===== config.mk =====
export PLATFORM = sky130hd
export DESIGN_NAME = tcc_channel
export DESIGN_NICKNAME = d
export VERILOG_FILES = /design/src/rtl/tcc_pkg.sv /design/src/rtl/tcc_sync_edge.sv /design/src/rtl/tcc_cmp_shadow.sv /design/src/rtl/tcc_out_ctl.sv /design/src/rtl/tcc_evt.sv /design/src/rtl/tcc_channel.sv
export SDC_FILE = /design/constraint.sdc
export NUM_CORES = 1
export LEC_CHECK = 0
export ABC_AREA = 1
export CELL_PAD_IN_SITES_DETAIL_PLACEMENT = 1
export CELL_PAD_IN_SITES_GLOBAL_PLACEMENT = 2
export CORE_MARGIN = 4
export CORE_UTILIZATION = 27
export DETAILED_ROUTE_END_ITERATION = 8
export PLACE_DENSITY_LB_ADDON = 0.1
export SLEW_MARGIN = 20
export SYNTH_ARGS = -nofsm -noshare
export SYNTH_HDL_FRONTEND = slang
export SYNTH_SLANG_ARGS = --single-unit

===== constraint.sdc =====
create_clock -name clk -period 1.8 [get_ports clk]
set_input_delay 0.18 -clock clk [delete_from_list [all_inputs] [get_ports clk]]
set_output_delay 0.18 -clock clk [all_outputs]
set_load 0.005 [all_outputs]

===== src/rtl/tcc_pkg.sv =====
package tcc_pkg;

  typedef enum logic [1:0] {
    EDGE_NONE = 2'd0,
    EDGE_RISE = 2'd1,
    EDGE_FALL = 2'd2,
    EDGE_ANY  = 2'd3
  } edge_sel_e;

  typedef enum logic [2:0] {
    CM_SET   = 3'd0,
    CM_CLR   = 3'd1,
    CM_TGL   = 3'd2,
    CM_SET_Z = 3'd3,
    CM_CLR_Z = 3'd4,
    CM_RSV5  = 3'd5,
    CM_RSV6  = 3'd6,
    CM_INIT  = 3'd7
  } cmp_mode_e;

  // Level the output takes on a timer clear, per mode.
  function automatic logic init_level(cmp_mode_e m);
    return (m == CM_CLR) || (m == CM_CLR_Z);
  endfunction

endpackage


===== src/rtl/tcc_sync_edge.sv =====
module tcc_sync_edge #(
  parameter int STAGES = 2
) (
  input  logic clk,
  input  logic rst_n,
  input  logic pin,
  output logic rise,
  output logic fall
);
  // STAGES synchronizer flops plus one history flop.
  localparam int LAST = STAGES;

  logic [LAST:0] chain;

  always_ff @(posedge clk or negedge rst_n) begin
    if (!rst_n) chain <= '0;
    else        chain <= {chain[LAST-1:0], pin};
  end

  assign rise =  chain[LAST-1] & ~chain[LAST];
  assign fall = ~chain[LAST-1] &  chain[LAST];
endmodule


===== src/rtl/tcc_cmp_shadow.sv =====
module tcc_cmp_shadow #(
  parameter int W = 8
) (
  input  logic         clk,
  input  logic         rst_n,
  input  logic         wr_en,
  input  logic [W-1:0] wr_data,
  input  logic         at_zero,
  output logic [W-1:0] shadow,
  output logic [W-1:0] active,
  output logic [W-1:0] cmp_eff
);
  logic pending;
  logic load;

  assign load    = pending & at_zero;
  assign cmp_eff = load ? shadow : active;

  always_ff @(posedge clk or negedge rst_n) begin
    if (!rst_n) begin
      shadow  <= '0;
      active  <= '0;
      pending <= 1'b0;
    end else begin
      if (load) active <= shadow;
      if (wr_en) begin
        shadow  <= wr_data;
        pending <= 1'b1;
      end else if (load) begin
        pending <= 1'b0;
      end
    end
  end
endmodule


===== src/rtl/tcc_out_ctl.sv =====
module tcc_out_ctl
  import tcc_pkg::*;
(
  input  logic      clk,
  input  logic      rst_n,
  input  cmp_mode_e mode,
  input  logic      en,
  input  logic      hit,
  input  logic      at_zero,
  input  logic      clr,
  output logic      out
);
  logic nxt;

  always_comb begin
    nxt = out;
    if (clr) begin
      nxt = init_level(mode);
    end else if (mode == CM_INIT) begin
      nxt = 1'b0;
    end else if (en) begin
      unique case (mode)
        CM_SET:   if (hit) nxt = 1'b1;
        CM_CLR:   if (hit) nxt = 1'b0;
        CM_TGL:   if (hit) nxt = ~out;
        CM_SET_Z: if (hit) nxt = 1'b1; else if (at_zero) nxt = 1'b0;
        CM_CLR_Z: if (hit) nxt = 1'b0; else if (at_zero) nxt = 1'b1;
        default:  nxt = out;
      endcase
    end
  end

  always_ff @(posedge clk or negedge rst_n) begin
    if (!rst_n) out <= 1'b0;
    else        out <= nxt;
  end
endmodule


===== src/rtl/tcc_evt.sv =====
module tcc_evt (
  input  logic clk,
  input  logic rst_n,
  input  logic event_i,
  input  logic flag_clr,
  input  logic mask,
  output logic flag,
  output logic irq,
  output logic dma
);
  always_ff @(posedge clk or negedge rst_n) begin
    if (!rst_n) begin
      flag <= 1'b0;
      dma  <= 1'b0;
    end else begin
      flag <= event_i | (flag & ~flag_clr);
      dma  <= event_i;
    end
  end

  assign irq = flag & mask;
endmodule


===== src/rtl/tcc_channel.sv =====
module tcc_channel
  import tcc_pkg::*;
#(
  parameter int CNT_W       = 8,
  parameter int SYNC_STAGES = 2
) (
  input  logic             clk,
  input  logic             rst_n,
  input  logic [CNT_W-1:0] cnt_val,
  input  logic             cnt_upd,
  input  logic             cnt_run,
  input  logic             cfg_capture,
  input  logic [1:0]       cap_edge,
  input  logic [2:0]       cmp_mode,
  input  logic             cap_pin,
  input  logic             cmp_wr,
  input  logic [CNT_W-1:0] cmp_wr_data,
  input  logic             timer_clr,
  input  logic             flag_clr,
  input  logic             irq_mask,
  output logic             cmp_out,
  output logic [CNT_W-1:0] chan_val,
  output logic             irq_flag,
  output logic             irq,
  output logic             dma_trig
);
  localparam logic [CNT_W-1:0] ZERO = '0;

  edge_sel_e        esel;
  cmp_mode_e        cmode;
  logic             pin_rise, pin_fall, edge_ok;
  logic             cap_ev, hit, at_zero, any_ev;
  logic [CNT_W-1:0] cap_reg, shadow, cmp_act, cmp_eff;

  assign esel  = edge_sel_e'(cap_edge);
  assign cmode = cmp_mode_e'(cmp_mode);

  tcc_sync_edge #(.STAGES(SYNC_STAGES)) u_sync (
    .clk(clk), .rst_n(rst_n), .pin(cap_pin), .rise(pin_rise), .fall(pin_fall)
  );

  always_comb begin
    unique case (esel)
      EDGE_RISE: edge_ok = pin_rise;
      EDGE_FALL: edge_ok = pin_fall;
      EDGE_ANY:  edge_ok = pin_rise | pin_fall;
      default:   edge_ok = 1'b0;
    endcase
  end

  assign cap_ev  = cfg_capture & cnt_run & edge_ok;
  assign at_zero = cnt_upd & (cnt_val == ZERO);

  always_ff @(posedge clk or negedge rst_n) begin
    if (!rst_n)      cap_reg <= '0;
    else if (cap_ev) cap_reg <= cnt_val;
  end

  tcc_cmp_shadow #(.W(CNT_W)) u_shadow (
    .clk(clk), .rst_n(rst_n), .wr_en(cmp_wr), .wr_data(cmp_wr_data),
    .at_zero(at_zero), .shadow(shadow), .active(cmp_act), .cmp_eff(cmp_eff)
  );

  assign hit = ~cfg_capture & cnt_upd & (cnt_val == cmp_eff);

  tcc_out_ctl u_out (
    .clk(clk), .rst_n(rst_n), .mode(cmode), .en(~cfg_capture),
    .hit(hit), .at_zero(at_zero), .clr(timer_clr), .out(cmp_out)
  );

  assign any_ev = hit | cap_ev;

  tcc_evt u_evt (
    .clk(clk), .rst_n(rst_n), .event_i(any_ev), .flag_clr(flag_clr),
    .mask(irq_mask), .flag(irq_flag), .irq(irq), .dma(dma_trig)
  );

  assign chan_val = cfg_capture ? cap_reg : shadow;
endmodule


==> run metrics <==
critical path arrival=1990 ps; most used cell, CP=buf_4; drt wl/cell=13.8 um; outcome=finished, final reports clean; worst r2r src=u_shadow.pending; Final Cycle Share=0.980; DRT iter0 DRCs=41; pwr/cell area=661 mW/mm^2; CTS HTree Levels=2; Clock Path Buffers=2; GRT Total Usage=0.154; synthesized flop and latch total=31; CP max stage delay=440 ps; Syn-to-layout area delta=52.5%; root buffer selected by CTS=clkbuf_8; max-slew violations=0; # hold bufs at CTS=0; Final Setup Violations=0; Crit path depth=10; r2r worst-path depth=10; shortest period the worst path allows=1760 ps; Min Hold Slack=302 ps; Worst-Margin Slew=428 ps; Avg Cell Area, Syn=7.27 um^2; # port buffers=42; 1st-pass router iterations=3; first-pass GRT wire length=8990 um; Net Count, Synth=270; core footprint=0.00606 mm^2; Synth cell types=21; Post-Route WL=5430 um; Clock Sinks=31; fmax=0.567 GHz; # IOs=43; Die X=87.9 um; worst setup path endpoint=u_shadow.active[5]; synthesized cell area=0.00172 mm^2; cell row count=28; synthesis warning total=0; CP Launch Point=u_shadow.pending; RSZ-0062 raised after global routing=yes; post-route cell area=0.00263 mm^2; largest net degree at the start of global routing=32; most common cell after layout, fill and taps aside=nand2_1; critical path's slowest cell=dfrtp_2; Max IR drop VDD=0.382 mV; Die Area=0.00773 mm^2; Layout Utilization=0.434; critical path peak fanout=9; Reg clk slew, reported paths=60 ps; Slew HR=0.715; Worst setup SP type=flop; dpl cell area=0.00246 mm^2; total CTS buffers=5; Vias=1802; Die Y=87.9 um; DRT antenna net count=0; vias in the first global route=1845; path type of the worst setup path=reg2reg; Hold Vio Cnt, Final=0; max cap viols=0; Hold Crit Class=in2async; grt ovf=0; Final GP Congestion=0.836; DRC viols=0; Setup crit end kind=flop; ANT cells=0; Leak Pwr=1.31 nW; Fill cells=772; Synth Instances=237; initial antenna violation count=0; dpl hpwl=4100 um; later-pin clock latency in the skew report=290 ps; worst-path cell chain=buf_6 -> nand4_1 -> buf_4 -> buf_4 -> buf_4 -> buf_4 -> buf_4 -> buf_4 -> buf_4 -> nand2_1; final worst clock skew=5.01 ps; layout cells sized above 1=0.211; commonest cells after routing, fill and taps aside=nand2_1 (72), inv_1 (36), clkdlybuf4s50_1 (33); r2r endpoint=u_shadow.active[5]; # nets final=349; cell family with most CP delay=buffers and inverters; starting density of the core=0.284; CP required=2030 ps; R2R setup slack=40 ps; worst path bufs/invs=8; vias per inst=4.60; TNS Setup=0 ps; TritonCTS clock tree=yes; Seq/Total Area, Yosys=0.450
final cells by class:
type | count | area, um^2 | area share
Inverter | 39 | 146 | 0.0557
Clock inverter | 1 | 5.00 | 0.00190
Multi-Input combinational cell | 161 | 822 | 0.313
Tap cell | 75 | 93.8 | 0.0357
Timing Repair Buffer | 78 | 709 | 0.270
Clock buffer | 7 | 76.3 | 0.0290
Sequential cell | 31 | 777 | 0.295
stage by stage:
step / setup WS (ps) / total power, mW / cells
after floorplan: 212 / 0.972 / 237
after global placement: -435 / 1.22 / 378
after detailed placement: -485 / 1.23 / 378
after CTS: 31.1 / 1.77 / 391
after global routing: -48.1 / 1.87 / 392
final: 35.9 / 1.74 / 392
report_power, final:
part / total, mW / internal (mW) / switching [mW]
combinational: 0.395 / 0.209 / 0.186
sequential: 0.814 / 0.771 / 0.0421
clock: 0.530 / 0.271 / 0.259
total: 1.74 / 1.25 / 0.487
cells by family (layout without fill, tap and decap cells):
family                   after synthesis  count (layout)  synth area share
flip-flops                            31              31             0.450
adder cells (fa/ha/maj)                2               2            0.0145
AO/OA/AOI/OAI                         37              37             0.120
buffers and inverters                 45             125             0.102
AND/OR/NAND/NOR                      122             122             0.313
worst min path at each step:
stage / startpoint / to / slack [ps]
2_1_floorplan: rst_n / cap_reg[0] / -120
3_3_place_gp: u_sync.chain[0] / u_sync.chain[1] / 340
3_5_place_dp: u_sync.chain[0] / u_sync.chain[1] / 340
4_1_cts: rst_n / u_shadow.shadow[2] / 320
5_1_grt: rst_n / u_sync.chain[2] / 330
6_report: rst_n / u_sync.chain[2] / 300
synthesized netlist by cell type (all sizes together):
| library cell | number | area, um^2 |
|---|---|---|
| nand2 | 75 | 282 |
| buf | 1 | 11.3 |
| nand3 | 16 | 90.1 |
| o211a | 1 | 10.0 |
| a21oi | 3 | 15.0 |
| a21o | 1 | 7.51 |
| ha | 2 | 25.0 |
| nand4 | 10 | 62.6 |
| clkbuf | 5 | 18.8 |
| nand3b | 2 | 15.0 |
| o211ai | 2 | 15.0 |
| nor2 | 19 | 91.3 |
| o21bai | 2 | 15.0 |
| o21ai | 28 | 144 |
| inv | 39 | 146 |
| dfrtp | 31 | 776 |
timing repair:
item / CTS / global route
resized for setup: 19 / 20
setup buffers: 5 / 1
endpoints found under the setup margin: 3 / 2
pin swaps: 8 / 20
layer usage:
metal,share of wire,vias up,track usage
li1,-,908,-
met5,0,-,0
met1,0.47,855,0.198
met2,0.48,33,0.259
met3,0.042,6,0.0348
met4,0.011,0,0.0460
Note: power is estimated with default switching activity, not from simulation.
